===== src/rtl/sclk_sel_pkg.sv =====
package sclk_sel_pkg;

  typedef enum logic [2:0] {
    MR_128 = 3'd0,
    MR_192 = 3'd1,
    MR_256 = 3'd2,
    MR_384 = 3'd3,
    MR_512 = 3'd4
  } mclk_ratio_e;

  localparam int HALF_W = 4;

  // Master cycles per half bit period = ratio / (bits per frame) / 2
  function automatic logic [HALF_W-1:0] half_period(input logic [2:0] ratio,
                                                     input logic [2:0] fmt);
    logic wide_frame;
    wide_frame = (fmt == 3'd0);
    case (mclk_ratio_e'(ratio))
      MR_128:  half_period = wide_frame ? 4'd1 : 4'd2;
      MR_192:  half_period = 4'd2;
      MR_256:  half_period = wide_frame ? 4'd2 : 4'd4;
      MR_384:  half_period = 4'd4;
      default: half_period = wide_frame ? 4'd4 : 4'd8;
    endcase
  endfunction

endpackage


===== src/rtl/sclk_sync.sv =====
module sclk_sync #(
  parameter int W      = 1,
  parameter int STAGES = 2
) (
  input  logic         clk,
  input  logic         rst_n,
  input  logic [W-1:0] d,
  output logic [W-1:0] q
);

  logic [W-1:0] stg_q [STAGES];

  always_ff @(posedge clk or negedge rst_n) begin
    if (!rst_n) begin
      for (int i = 0; i < STAGES; i++) stg_q[i] <= '0;
    end else begin
      stg_q[0] <= d;
      for (int i = 1; i < STAGES; i++) stg_q[i] <= stg_q[i-1];
    end
  end

  assign q = stg_q[STAGES-1];

endmodule


===== src/rtl/sclk_activity.sv =====
module sclk_activity #(
  parameter int ENTRY_EDGES   = 16,
  parameter int QUIET_PERIODS = 2
) (
  input  logic clk,
  input  logic rst_n,
  input  logic bclk_rise,
  input  logic fr_edge,
  output logic ext_mode
);

  localparam int CNT_W    = $clog2(ENTRY_EDGES + 1);
  localparam int QUIET_PH = 2 * QUIET_PERIODS;
  localparam int Q_W      = $clog2(QUIET_PH + 1);
  localparam logic [CNT_W-1:0] HIT_MAX   = CNT_W'(ENTRY_EDGES);
  localparam logic [Q_W-1:0]   QUIET_MAX = Q_W'(QUIET_PH);

  logic [CNT_W-1:0] hit_q, hit_d, phase_hits;
  logic [Q_W-1:0]   quiet_q, quiet_d, quiet_next;
  logic             ext_q, ext_d;
  logic             upd_en;

  // hits of the current phase including an edge arriving this cycle
  always_comb begin
    phase_hits = hit_q;
    if (bclk_rise && (hit_q != HIT_MAX)) phase_hits = hit_q + 1'b1;
  end

  always_comb begin
    if (phase_hits != '0)        quiet_next = '0;
    else if (quiet_q == QUIET_MAX) quiet_next = quiet_q;
    else                         quiet_next = quiet_q + 1'b1;
  end

  always_comb begin
    hit_d   = phase_hits;
    quiet_d = quiet_q;
    ext_d   = ext_q;
    if (fr_edge) begin
      hit_d   = '0;
      quiet_d = quiet_next;
      if (!ext_q && (phase_hits == HIT_MAX))       ext_d = 1'b1;
      else if (ext_q && (quiet_next == QUIET_MAX)) ext_d = 1'b0;
    end
  end

  assign upd_en = fr_edge | bclk_rise;

  always_ff @(posedge clk or negedge rst_n) begin
    if (!rst_n) begin
      hit_q   <= '0;
      quiet_q <= '0;
      ext_q   <= 1'b0;
    end else if (upd_en) begin
      hit_q   <= hit_d;
      quiet_q <= quiet_d;
      ext_q   <= ext_d;
    end
  end

  assign ext_mode = ext_q;

endmodule


===== src/rtl/sclk_int_gen.sv =====
module sclk_int_gen #(
  parameter int HALF_W = 4
) (
  input  logic              clk,
  input  logic              rst_n,
  input  logic              realign,
  input  logic [HALF_W-1:0] half,
  output logic              bclk_int
);

  logic [HALF_W-1:0] cnt_q, cnt_d;
  logic              bclk_q, bclk_d;
  logic              wrap;

  assign wrap = ({1'b0, cnt_q} + 1'b1) >= {1'b0, half};

  always_comb begin
    cnt_d  = cnt_q + 1'b1;
    bclk_d = bclk_q;
    if (realign) begin
      cnt_d  = '0;
      bclk_d = 1'b0;
    end else if (wrap) begin
      cnt_d  = '0;
      bclk_d = ~bclk_q;
    end
  end

  always_ff @(posedge clk or negedge rst_n) begin
    if (!rst_n) begin
      cnt_q  <= '0;
      bclk_q <= 1'b0;
    end else begin
      cnt_q  <= cnt_d;
      bclk_q <= bclk_d;
    end
  end

  assign bclk_int = bclk_q;

endmodule


===== src/rtl/sclk_auto_select.sv =====
module sclk_auto_select #(
  parameter int ENTRY_EDGES   = 16,
  parameter int QUIET_PERIODS = 2,
  parameter int SYNC_STAGES   = 2
) (
  input  logic       mclk,
  input  logic       rst_n,
  input  logic       bclk_in,
  input  logic       fclk_in,
  input  logic [2:0] fmt_sel,
  input  logic [2:0] ratio_sel,
  output logic       bclk_out,
  output logic       ext_mode
);

  import sclk_sel_pkg::*;

  logic                rst_sync_n;
  logic [1:0]          raw_pair, sync_pair;
  logic                bclk_s, fclk_s, bclk_p, fclk_p;
  logic                bclk_rise, fr_edge;
  logic                bclk_int;
  logic [HALF_W-1:0]   half;

  sclk_sync #(.W(1), .STAGES(SYNC_STAGES)) u_rst_sync (
    .clk(mclk), .rst_n(rst_n), .d(1'b1), .q(rst_sync_n)
  );

  assign raw_pair = {fclk_in, bclk_in};

  sclk_sync #(.W(2), .STAGES(SYNC_STAGES)) u_in_sync (
    .clk(mclk), .rst_n(rst_sync_n), .d(raw_pair), .q(sync_pair)
  );

  assign bclk_s = sync_pair[0];
  assign fclk_s = sync_pair[1];

  always_ff @(posedge mclk or negedge rst_sync_n) begin
    if (!rst_sync_n) begin
      bclk_p <= 1'b0;
      fclk_p <= 1'b0;
    end else begin
      bclk_p <= bclk_s;
      fclk_p <= fclk_s;
    end
  end

  assign bclk_rise = bclk_s & ~bclk_p;
  assign fr_edge   = fclk_s ^ fclk_p;

  sclk_activity #(.ENTRY_EDGES(ENTRY_EDGES), .QUIET_PERIODS(QUIET_PERIODS)) u_act (
    .clk(mclk), .rst_n(rst_sync_n), .bclk_rise(bclk_rise),
    .fr_edge(fr_edge), .ext_mode(ext_mode)
  );

  assign half = half_period(ratio_sel, fmt_sel);

  sclk_int_gen #(.HALF_W(HALF_W)) u_gen (
    .clk(mclk), .rst_n(rst_sync_n), .realign(fr_edge),
    .half(half), .bclk_int(bclk_int)
  );

  assign bclk_out = ext_mode ? bclk_in : bclk_int;

endmodule


===== config.mk =====
export PLATFORM = sky130hd
export DESIGN_NAME = sclk_auto_select
export DESIGN_NICKNAME = d
export VERILOG_FILES = /design/src/rtl/sclk_sel_pkg.sv /design/src/rtl/sclk_sync.sv /design/src/rtl/sclk_activity.sv /design/src/rtl/sclk_int_gen.sv /design/src/rtl/sclk_auto_select.sv
export SDC_FILE = /design/constraint.sdc
export NUM_CORES = 1
export LEC_CHECK = 0
export BUFFER_PORTS_ARGS = -buffer_cell sky130_fd_sc_hd__buf_2
export CORE_MARGIN = 1.5
export CORE_UTILIZATION = 45
export CTS_BUF_LIST = sky130_fd_sc_hd__clkbuf_8 sky130_fd_sc_hd__clkbuf_16
export DETAILED_ROUTE_END_ITERATION = 10
export SLEW_MARGIN = 20
export SYNTH_ARGS = -nofsm -noshare
export SYNTH_HDL_FRONTEND = slang
export SYNTH_SLANG_ARGS = --single-unit

===== constraint.sdc =====
create_clock -name mclk -period 1 [get_ports mclk]
set_input_delay 0.05 -clock mclk [delete_from_list [all_inputs] [get_ports mclk]]
set_output_delay 0.05 -clock mclk [all_outputs]
set_load 0.005 [all_outputs]

==> out/metrics.cfg <==
[pwr]
vdd_drop_max_v=0.00122
p_per_area_nw_per_um2=1620
power_mw=2.82
p_leak_nw=0.834

[place]
portBuffers=11
dp_slack_ns=-1.23
gp_congestion=0.791
hpwl_mm=1.79
dp.cells=170

[layout]
final_core_util_pct=76.7
n_fill_cell=154
seqCellArea_um2=552
n_antenna_cell=0
nets=174
drive_gt1_share_pct=50.0
syn2layout_area_growth_pct=56.0
final_cell_mix=buf_4, dfrtp_1, buf_2, buf_6
final_cells=182
multi_input_area_um2=703
layout_commonest_cell=buf_4

[clock_network]
clockBufferDepth=2
insertion_delay_ns=0.26
cts_inserted_buffers=3
cts.sinks=22
cts_tree=done
clk_pin_slew_ns=0.08
cts_root_buf=clkbuf_8
cts.htree.levels=1

[drt]
drt_iter0_drc=10
drt-total-wl_mm=2.52
drt-pass1-iter-count=4
route.detailed.drc=0
wl_per_cell_um=13.8
ant_nets=0
vias=911
viasPerCell=5.01

[global_route]
grt.total_usage_pct=20.2
grt_pass1_vias=975
overflow=0
antenna_found_initial=0
grt_pass1_wl_mm=4.04
grt_max_degree=15

[worst_setup_path]
critPathLaunch=u_act.hit_q[1]
crit_chain=inv_2, ha_4, nor4bb_4, or4_4, a211oi_4, buf_4, nand3_1, a21oi_1
cp.arrival_ns=2.21
path_delay_family=simple AND/OR/NAND/NOR gates
worstPathMaxFanout=5
slowest_stage=or4_4
crit_path_max_incr_delay_ns=0.52
path_class=register to register
setup.worst_path.start_class=register
worstReg2RegStart=u_act.hit_q[1]
cp-end-kind=register
critPathBufInv=2
cp_data_required_time_ns=1.18

[yosys]
synth_fp_nets=124
syn_area_um2=1120
synth-main-ff-cell=dfrtp_1
synth_seq_cells=22
avgSynthCellArea_um2=10.7
ys_async_sr_fraction_pct=100
synth_cell_types=35
syn-instance-count=105
seq_area_frac_synth_pct=49.2
yosys_warnings=0
synth_edf_count=0

[timing]
slew_viol_final=0
skew_ns=0.00319
max_freq_ghz=0.494
setup_ws_ns=-1.03
final_hold_viol_count=0
rsz0062_at_grt=yes
setup_tns_ns=-10.60
finalSetupViolCount=15
period_share_pct=203
min_period_ns=2.03

[die]
die_y_um=52.9
ios=12
row_count=17
dieArea_um2=2800
core_area_um2=2280
start_util_pct=49.2
die_x_um=52.9

[worst_hold_path]
hold_class=input port to async pin

[job]
maxCapViolCount=0

[status]
violations=setup timing
outcome=finished, violations left

worst paths after layout:
kind	to	slack [ns]	cells past startpoint
max in group asynchronous	u_act.hit_q[2]	0.48	1
min	u_rst_sync.q	0.10	2
min in group mclk	u_rst_sync.q	0.36	0
max	u_act.quiet_q[2]	-1.03	8
max reg2reg	u_act.quiet_q[2]	-1.03	8
min reg2reg	u_act.quiet_q[0]	0.13	0
routing by layer:
metal / global-route usage, % / up-vias / share of wire (%)
met1: 23.4 / 444 / 43
met3: 2.54 / 4 / 0.83
met2: 38.1 / 4 / 55
met5: 0 / - / 0
li1: - / 459 / -
met4: 6.41 / 0 / 0.99
state kept, by name, indices dropped and copies added (netlist names):
name	count
u_gen.cnt_q	4
bclk_p	1
u_in_sync.stg_q	2
u_rst_sync.q	1
u_act.quiet_q	3
fclk_p	1
u_rst_sync.stg_q	1
u_act.hit_q	5
u_in_sync.q	2
u_gen.bclk_int	1
u_act.ext_mode	1
cell usage after synthesis, types with 2 or more instances:
master    instances  area [um2]
ha_1              9         113
nand2_1           3        11.3
o21ai_0           3        15.0
nand3_1           3        15.0
o21ai_1           2        10.0
inv_1             7        26.3
xor2_1            4        35.0
o31ai_1           2        15.0
nor2_1           12        45.0
dfrtp_1          22         551
a21oi_1           4        20.0
nor2b_1           3        18.8
nand3b_1          2        15.0
mux2_2            2        22.5
xnor2_1           3        26.3
nor3_1            3        15.0
nand2b_1          3        18.8
logic make-up (layout without fill, tap and decap cells):
| family | Yosys count | in the layout | synth area share [%] |
|---|---|---|---|
| fa+ha+maj | 9 | 9 | 10.1 |
| flops | 22 | 22 | 49.2 |
| simple gates | 36 | 36 | 17.3 |
| buf+inv | 8 | 57 | 2.68 |
| other cells | 1 | 1 | 0.335 |
| xor+xnor | 7 | 7 | 5.47 |
| compound gates | 20 | 20 | 13.0 |
| mux | 2 | 2 | 2.01 |
metrics by stage:
step,hold WS [ns],area [um2]
floorplan,-0.246,1170
global placement,-0.167,1470
CTS,0.0957,1680
finish,0.102,1750
global route,0.112,1750
detailed placement,-0.163,1470
power by group:
part           switching [mW]  internal (mW)
logic                   0.506          0.589
clock network           0.267          0.350
registers              0.0976           1.01
what timing repair did:
| action | in CTS | in global routing |
|---|---|---|
| pin swaps | 2 | 6 |
| gates resized for setup | 16 | 17 |
| endpoints found under the hold margin | 4 | 0 |
| setup endpoints to repair | 15 | 15 |
| buffers inserted | 6 | 2 |
| hold buffers | 3 | 0 |
| gates cloned | 0 | 0 |
cell type report:
class / count / share of cell area [%]
clock buffer: 4 / 3.15
inverter: 7 / 1.50
multi-input combinational: 75 / 40.3
sequential: 22 / 31.6
tap: 28 / 2.01
timing repair buffer: 46 / 21.5
(Power assumes the default switching activity.)
